<file path="config.mk">
export PLATFORM = sky130hd
export DESIGN_NAME = bus_lane_steer
export DESIGN_NICKNAME = d
export VERILOG_FILES = /design/src/rtl/lane_steer_pkg.sv /design/src/rtl/lane_steer_ctrl.sv /design/src/rtl/lane_steer_dp.sv /design/src/rtl/bus_lane_steer.sv
export SDC_FILE = /design/constraint.sdc
export NUM_CORES = 1
export LEC_CHECK = 0
export BUFFER_PORTS_ARGS = -buffer_cell sky130_fd_sc_hd__buf_2
export CAP_MARGIN = 20
export CORE_MARGIN = 8
export CORE_UTILIZATION = 47
export CTS_BUF_LIST = sky130_fd_sc_hd__clkbuf_4 sky130_fd_sc_hd__clkbuf_8
export CTS_CLUSTER_SIZE = 30
export DETAILED_ROUTE_END_ITERATION = 6
export GPL_TIMING_DRIVEN = 0
export HOLD_SLACK_MARGIN = 0.1
export PLACE_DENSITY = 0.82
export SLEW_MARGIN = 10
export SYNTH_ARGS = -nofsm -noshare
export SYNTH_HDL_FRONTEND = slang
export SYNTH_SLANG_ARGS = --single-unit
</file>
<file path="constraint.sdc">
create_clock -name clk -period 0.8 [get_ports clk]
set_input_delay 0.16 -clock clk [delete_from_list [all_inputs] [get_ports clk]]
set_output_delay 0.16 -clock clk [all_outputs]
set_load 0.1 [all_outputs]
</file>
<file path="src/rtl/lane_steer_pkg.sv">
`timescale 1ns/1ps
package lane_steer_pkg;
  localparam int unsigned LANE_CNT = 4;
  localparam int unsigned BYTE_W   = 8;
  localparam int unsigned DATA_W   = LANE_CNT * BYTE_W;
  localparam int unsigned IDX_W    = $clog2(LANE_CNT);

  // Strobes handed from control to datapath.
  typedef struct packed {
    logic                active;
    logic                isByte;
    logic                isWrite;
    logic [IDX_W-1:0]    rotAmt;
    logic [LANE_CNT-1:0] laneStrb;
  } steer_ctl_t;
endpackage

</file>
<file path="src/rtl/lane_steer_ctrl.sv">
`timescale 1ns/1ps
module lane_steer_ctrl
  import lane_steer_pkg::*;
(
  input  logic             reqValid,
  input  logic             reqIsByte,
  input  logic             reqIsWrite,
  input  logic             bigEndian,
  input  logic [IDX_W-1:0] byteOff,
  output steer_ctl_t       ctl
);
  logic [IDX_W-1:0]    laneIdx;
  logic [LANE_CNT-1:0] laneDecoded;

  // Big-endian memory mirrors the byte offset onto the lanes.
  assign laneIdx = bigEndian ? (IDX_W'(LANE_CNT - 1) - byteOff) : byteOff;

  for (genvar i = 0; i < LANE_CNT; i++) begin : g_dec
    assign laneDecoded[i] = (laneIdx == IDX_W'(i));
  end

  always_comb begin
    ctl.active  = reqValid;
    ctl.isByte  = reqIsByte;
    ctl.isWrite = reqIsWrite;
    ctl.rotAmt  = byteOff;
    if (!reqValid)      ctl.laneStrb = '0;
    else if (reqIsByte) ctl.laneStrb = laneDecoded;
    else                ctl.laneStrb = '1;
  end
endmodule

</file>
<file path="src/rtl/lane_steer_dp.sv">
`timescale 1ns/1ps
module lane_steer_dp
  import lane_steer_pkg::*;
(
  input  steer_ctl_t        ctl,
  input  logic [DATA_W-1:0] wrData,
  input  logic [DATA_W-1:0] memRdData,
  output logic [DATA_W-1:0] wrLanes,
  output logic [DATA_W-1:0] rdAligned
);
  logic [DATA_W-1:0] rotCand [LANE_CNT];
  logic [BYTE_W-1:0] rdLane  [LANE_CNT];
  logic [DATA_W-1:0] byteRep;
  logic [BYTE_W-1:0] bytePick;

  // One candidate per whole-byte rotate-right amount.
  for (genvar r = 0; r < LANE_CNT; r++) begin : g_rot
    if (r == 0) begin : g_none
      assign rotCand[r] = memRdData;
    end else begin : g_some
      assign rotCand[r] = {memRdData[r*BYTE_W-1:0], memRdData[DATA_W-1:r*BYTE_W]};
    end
  end

  for (genvar i = 0; i < LANE_CNT; i++) begin : g_lane
    assign rdLane[i]                 = memRdData[i*BYTE_W +: BYTE_W];
    assign byteRep[i*BYTE_W +: BYTE_W] = wrData[BYTE_W-1:0];
  end

  // The byte strobe doubles as the read-lane select.
  always_comb begin
    bytePick = '0;
    for (int i = 0; i < LANE_CNT; i++) begin
      bytePick |= rdLane[i] & {BYTE_W{ctl.laneStrb[i]}};
    end
  end

  always_comb begin
    if (!ctl.active || !ctl.isWrite) wrLanes = '0;
    else if (ctl.isByte)             wrLanes = byteRep;
    else                             wrLanes = wrData;
  end

  always_comb begin
    if (!ctl.active || ctl.isWrite) rdAligned = '0;
    else if (ctl.isByte)            rdAligned = {{(DATA_W-BYTE_W){1'b0}}, bytePick};
    else                            rdAligned = rotCand[ctl.rotAmt];
  end
endmodule

</file>
<file path="src/rtl/bus_lane_steer.sv">
`timescale 1ns/1ps
module bus_lane_steer
  import lane_steer_pkg::*;
#(
  parameter int unsigned ADDR_W  = 32,
  parameter bit          REG_OUT = 1'b1
) (
  input  logic                clk,
  input  logic                rst_n,
  input  logic                reqValid,
  input  logic [ADDR_W-1:0]   reqAddr,
  input  logic                reqIsByte,
  input  logic                reqIsWrite,
  input  logic                bigEndian,
  input  logic [DATA_W-1:0]   wrData,
  input  logic [DATA_W-1:0]   memRdData,
  output logic [LANE_CNT-1:0] laneStrb,
  output logic [DATA_W-1:0]   memWrData,
  output logic [DATA_W-1:0]   rdResult,
  output logic                rspValid
);
  steer_ctl_t        ctl;
  logic [DATA_W-1:0] nextWr;
  logic [DATA_W-1:0] nextRd;
  logic              unusedAddrBits;

  assign unusedAddrBits = ^reqAddr[ADDR_W-1:IDX_W];

  lane_steer_ctrl ctrl_i (
    .reqValid  (reqValid),
    .reqIsByte (reqIsByte),
    .reqIsWrite(reqIsWrite),
    .bigEndian (bigEndian),
    .byteOff   (reqAddr[IDX_W-1:0]),
    .ctl       (ctl)
  );

  lane_steer_dp dp_i (
    .ctl      (ctl),
    .wrData   (wrData),
    .memRdData(memRdData),
    .wrLanes  (nextWr),
    .rdAligned(nextRd)
  );

  if (REG_OUT) begin : g_reg
    always_ff @(posedge clk or negedge rst_n) begin
      if (!rst_n) begin
        laneStrb  <= '0;
        memWrData <= '0;
        rdResult  <= '0;
        rspValid  <= 1'b0;
      end else begin
        laneStrb  <= ctl.laneStrb;
        memWrData <= nextWr;
        rdResult  <= nextRd;
        rspValid  <= ctl.active;
      end
    end
  end else begin : g_comb
    assign laneStrb  = ctl.laneStrb;
    assign memWrData = nextWr;
    assign rdResult  = nextRd;
    assign rspValid  = ctl.active;
  end
endmodule

</file>
==> results.toml, run 1 <==
[run_status]
status = "stopped before the end"
haltStage = "clock tree synthesis"
stop_error = "[ERROR DPL-0033] detailed placement checks failed during check placement."

[yosys]
synthTopCellsByCount = "69 x dfrtp_1, 32 x mux4_2, 27 x nand2b_1, 25 x nor2b_1, 24 x a21oi_1"
synth-main-ff-cell = "dfrtp_1"
yosys.area.top_type = "dfrtp_1"
yosys-top-cells-area = "dfrtp_1 51%, mux4_2 21%, nand2b_1 5.0%"
netlist.area_leader.share_pct = 51.0
syn_nets = 358
synth_compound_area_share_pct = 10.9
syn_inst = 256
yosysSeqAreaShare_pct = 51.0
synth_edf_count = 0
yosysUniqueCellTypes = 19
synthAdderAreaFrac_pct = 0
synth_top_family_by_area = "multiplexers"
yosys.area_share.simple_pct = 13.7
synthMostInstantiatedCell = "dfrtp_1"
netlist_area_sq_um = 3390
avgSynthCellArea_sq_um = 13.2
synth_seq_cells = 69
synth_mux_area_share_pct = 21.3
yosysWarnings = 0
synthXorXnorAreaFrac_pct = 0
postSynth.asyncResetShare_pct = 100

[clock_network]
cts_buffer_depth = 2
cts_root_buf = "clkbuf_8"
cts-htree-levels = 3
cts_buffers = 9
cts_setup_buffers = 23
hold_buffers = 37
cts.sinks = 69
cts-resized-gates = 337

[floorplan]
start_util_pct = 47.7
ios = 171
rows = 31
die_h_um = 101
fp.dieW_um = 101

[placed_design]
gp_congestion = 0.800
dp_hpwl_um = 7620
portBuffers = 138
preCtsSetupSlack_ns = -1.11
## through the flow
| step | util [%] | hold slack (ns) | setup TNS (ns) | instance area [sq um] | instances |
|---|---|---|---|---|---|
| 3_3_place_gp | 64.6 | 0.325 | -103.45 | 4590 | 493 |
| 3_5_place_dp | 65.1 | -0.0107 | -43.39 | 4620 | 494 |
| 2_1_floorplan | - | -0.136 | -16.62 | 3770 | 256 |
## cells by family after synthesis
group / count (synthesis)
AO/OA/AOI/OAI: 52
buffers and inverters: 22
flip-flops: 69
multiplexers: 32
AND/OR/NAND/NOR: 81
==> run 2, diff against run 1 <==
- CORE_UTILIZATION: 47 -> 40
- CTS_BUF_LIST: sky130_fd_sc_hd__clkbuf_4 sky130_fd_sc_hd__clkbuf_8 -> unset
- CTS_CLUSTER_SIZE: 30 -> unset
- HOLD_SLACK_MARGIN: 0.1 -> unset
- PLACE_DENSITY: 0.82 -> unset
- PLACE_DENSITY_LB_ADDON: unset -> 0.15
==> results.toml, run 2 <==
[run_status]
status = "complete, but fails checks"
violations = "negative hold slack, negative setup slack"

[floorplan]
ios = 171
die_h_um = 108
rows = 33
dieArea_sq_um = 11700
start_util_pct = 41.2
core_area_sq_um = 8220
fp.dieW_um = 108

[power]
total_leakage_power_nw = 2.81
p_per_area_nw_per_um2 = 1540
ir_worst_vdd_mv = 1.08
total_power_mw = 10.3

[grt]
grt_pass1_wl_um = 18700
grt_antenna_before_repair = 1
grt_pass1_vias = 3376
grt_util_all_layers_pct = 21.6
grt_max_degree = 51
overflow = 0

[drt]
first_pass_iters = 5
num_vias = 3173
wl_met2_um = 7320
drc = 0
via_per_inst = 5.66
met1Wirelength_um = 4840
routed_wl_um = 13500
wl_per_cell_um = 24.1
met3_wirelength_um = 939
ant_nets = 0
drt_iter0_drc = 225
top_layer = "met4"

[timing]
drv_slew = 0
rsz0062_at_grt = "yes"
tns_ns = -33.78
setup_viol = 105
finalHoldViolCount = 25
setup_slack_ns = -0.512
slew_headroom_pct = 66.1
tightest_slew_ns = 0.508
period_needed_ns = 1.31
clock.fmax_mhz = 762
fin_crit_sh_pct = 164
holdWs_ns = -0.310

[worst_setup_path]
worstPathRequired_ns = 1.02
worst_ep_arrival_time_ns = 1.53
cp_max_fo = 5
critPathCaptureType = "flip-flop"
cp-start-kind = "input pin"
critPathKind = "in -> reg"

[clock_network]
cts_buffers = 9
clk_pin_slew_ns = 0.08
cts-htree-levels = 3
cts.sinks = 69
cts_buffer_depth = 2
cts_root_buf = "clkbuf_8"
hold_buffers = 1
cts_tree = "done"

[cells_and_area]
largestRegisters = "memWrData x32, rdResult x32, laneStrb x4"
finalNonFillerCells = 561
final_common_cell = "buf_12"
final_util_pct = 81.6
drive_above_1_share_pct = 76.5
final_cell_mix = "76 x buf_12, 66 x buf_2, 60 x dfrtp_4, 32 x mux4_2"
fin_nets = 552
num-fill-cells = 407
syn_to_final_growth_pct = 97.9

[placed_design]
portBuffers = 138
place_inst = 500
gp_congestion = 0.803
dp_hpwl_um = 7690

[yosys]
yosys.area.top_type = "dfrtp_1"
avgSynthCellArea_sq_um = 13.2
synth_edf_count = 0
postSynth.asyncResetShare_pct = 100
netlist.area_leader.share_pct = 51.0
synthTopCellsByCount = "69 x dfrtp_1, 32 x mux4_2, 27 x nand2b_1, 25 x nor2b_1, 24 x a21oi_1"
syn_nets = 358
yosysSeqAreaShare_pct = 51.0
yosys-top-cells-area = "dfrtp_1 51%, mux4_2 21%, nand2b_1 5.0%"
synth-main-ff-cell = "dfrtp_1"
synth_seq_cells = 69
yosysWarnings = 0
synthMostInstantiatedCell = "dfrtp_1"
yosysUniqueCellTypes = 19
syn_inst = 256
netlist_area_sq_um = 3390

[flow_run]
max-cap-violations = 0

[min_path]
hold_path_class = "in -> async"
==> run 2: path summary, 6_finish.rpt <==
kind / startpoint / endpoint
max: reqValid / rdResult[7]$_DFF_PN0_
min: rst_n / rdResult[19]$_DFF_PN0_
min in group clk: wrData[29] / memWrData[29]$_DFF_PN0_
max in group asynchronous: rst_n / memWrData[5]$_DFF_PN0_
==> run 2: per-stage QoR <==
step	hold WS, ns	cell area (sq um)	worst slack (ns)
after floorplan	-0.136	3770	-0.588
after global placement	0.343	4600	-1.02
after detailed placement	0.0622	4630	-1.10
after CTS	-0.311	6360	-0.390
after global routing	-0.305	6700	-0.522
final	-0.310	6700	-0.512
==> run 2: worst max-delay path: stages <==
cell        delay [ns]
buf_6             0.10
buf_8             0.10
clkinvlp_4        0.14
buf_4             0.18
a221oi_4          0.24
buf_6             0.19
a22oi_2           0.09
a311oi_1          0.33
==> run 2: routing by layer <==
| metal | global-route usage (%) | vias to the layer above |
|---|---|---|
| met3 | 5.06 | 33 |
| li1 | - | 1347 |
| met1 | 24.6 | 1597 |
| met5 | 0 | - |
| met2 | 37.4 | 196 |
| met4 | 10.5 | 0 |
==> run 2: kinds of logic after synthesis <==
kind of cell           Yosys count  share of synthesized area [%]
AOI/OAI and AO/OA               52                           10.9
DFF                             69                           51.0
and+or+nand+nor                 81                           13.7
buffers and inverters           22                           3.14
muxes                           32                           21.3
==> run 2: timing repair <==
action	CTS	global route
pin swaps	21	15
setup buffers	26	17
gates resized for setup	322	55
cloned	5	0
setup endpoints to repair	120	125
hold endpoints to repair	20	19
==> run 2: cell type report <==
class | instances | area (sq um) | share of cell area [%]
timing repair buffer | 186 | 2360 | 35.1
inverter | 1 | 7.51 | 0.112
clock buffer | 12 | 135 | 2.02
antenna | 1 | 2.50 | 0.0373
sequential | 69 | 1950 | 29.1
buffer | 18 | 256 | 3.83
tap | 105 | 131 | 1.96
multi-input combinational | 165 | 1810 | 27.0
clock inverter | 4 | 50.0 | 0.747
==> run 2: power breakdown <==
part	leakage [nW]	total, mW	internal (mW)	switching (mW)
clock network	0.0866	2.79	1.44	1.35
registers	0.823	3.83	3.71	0.127
logic	1.90	3.69	1.63	2.06
total	2.81	10.3	6.78	3.54
(Power assumes the default switching activity.)
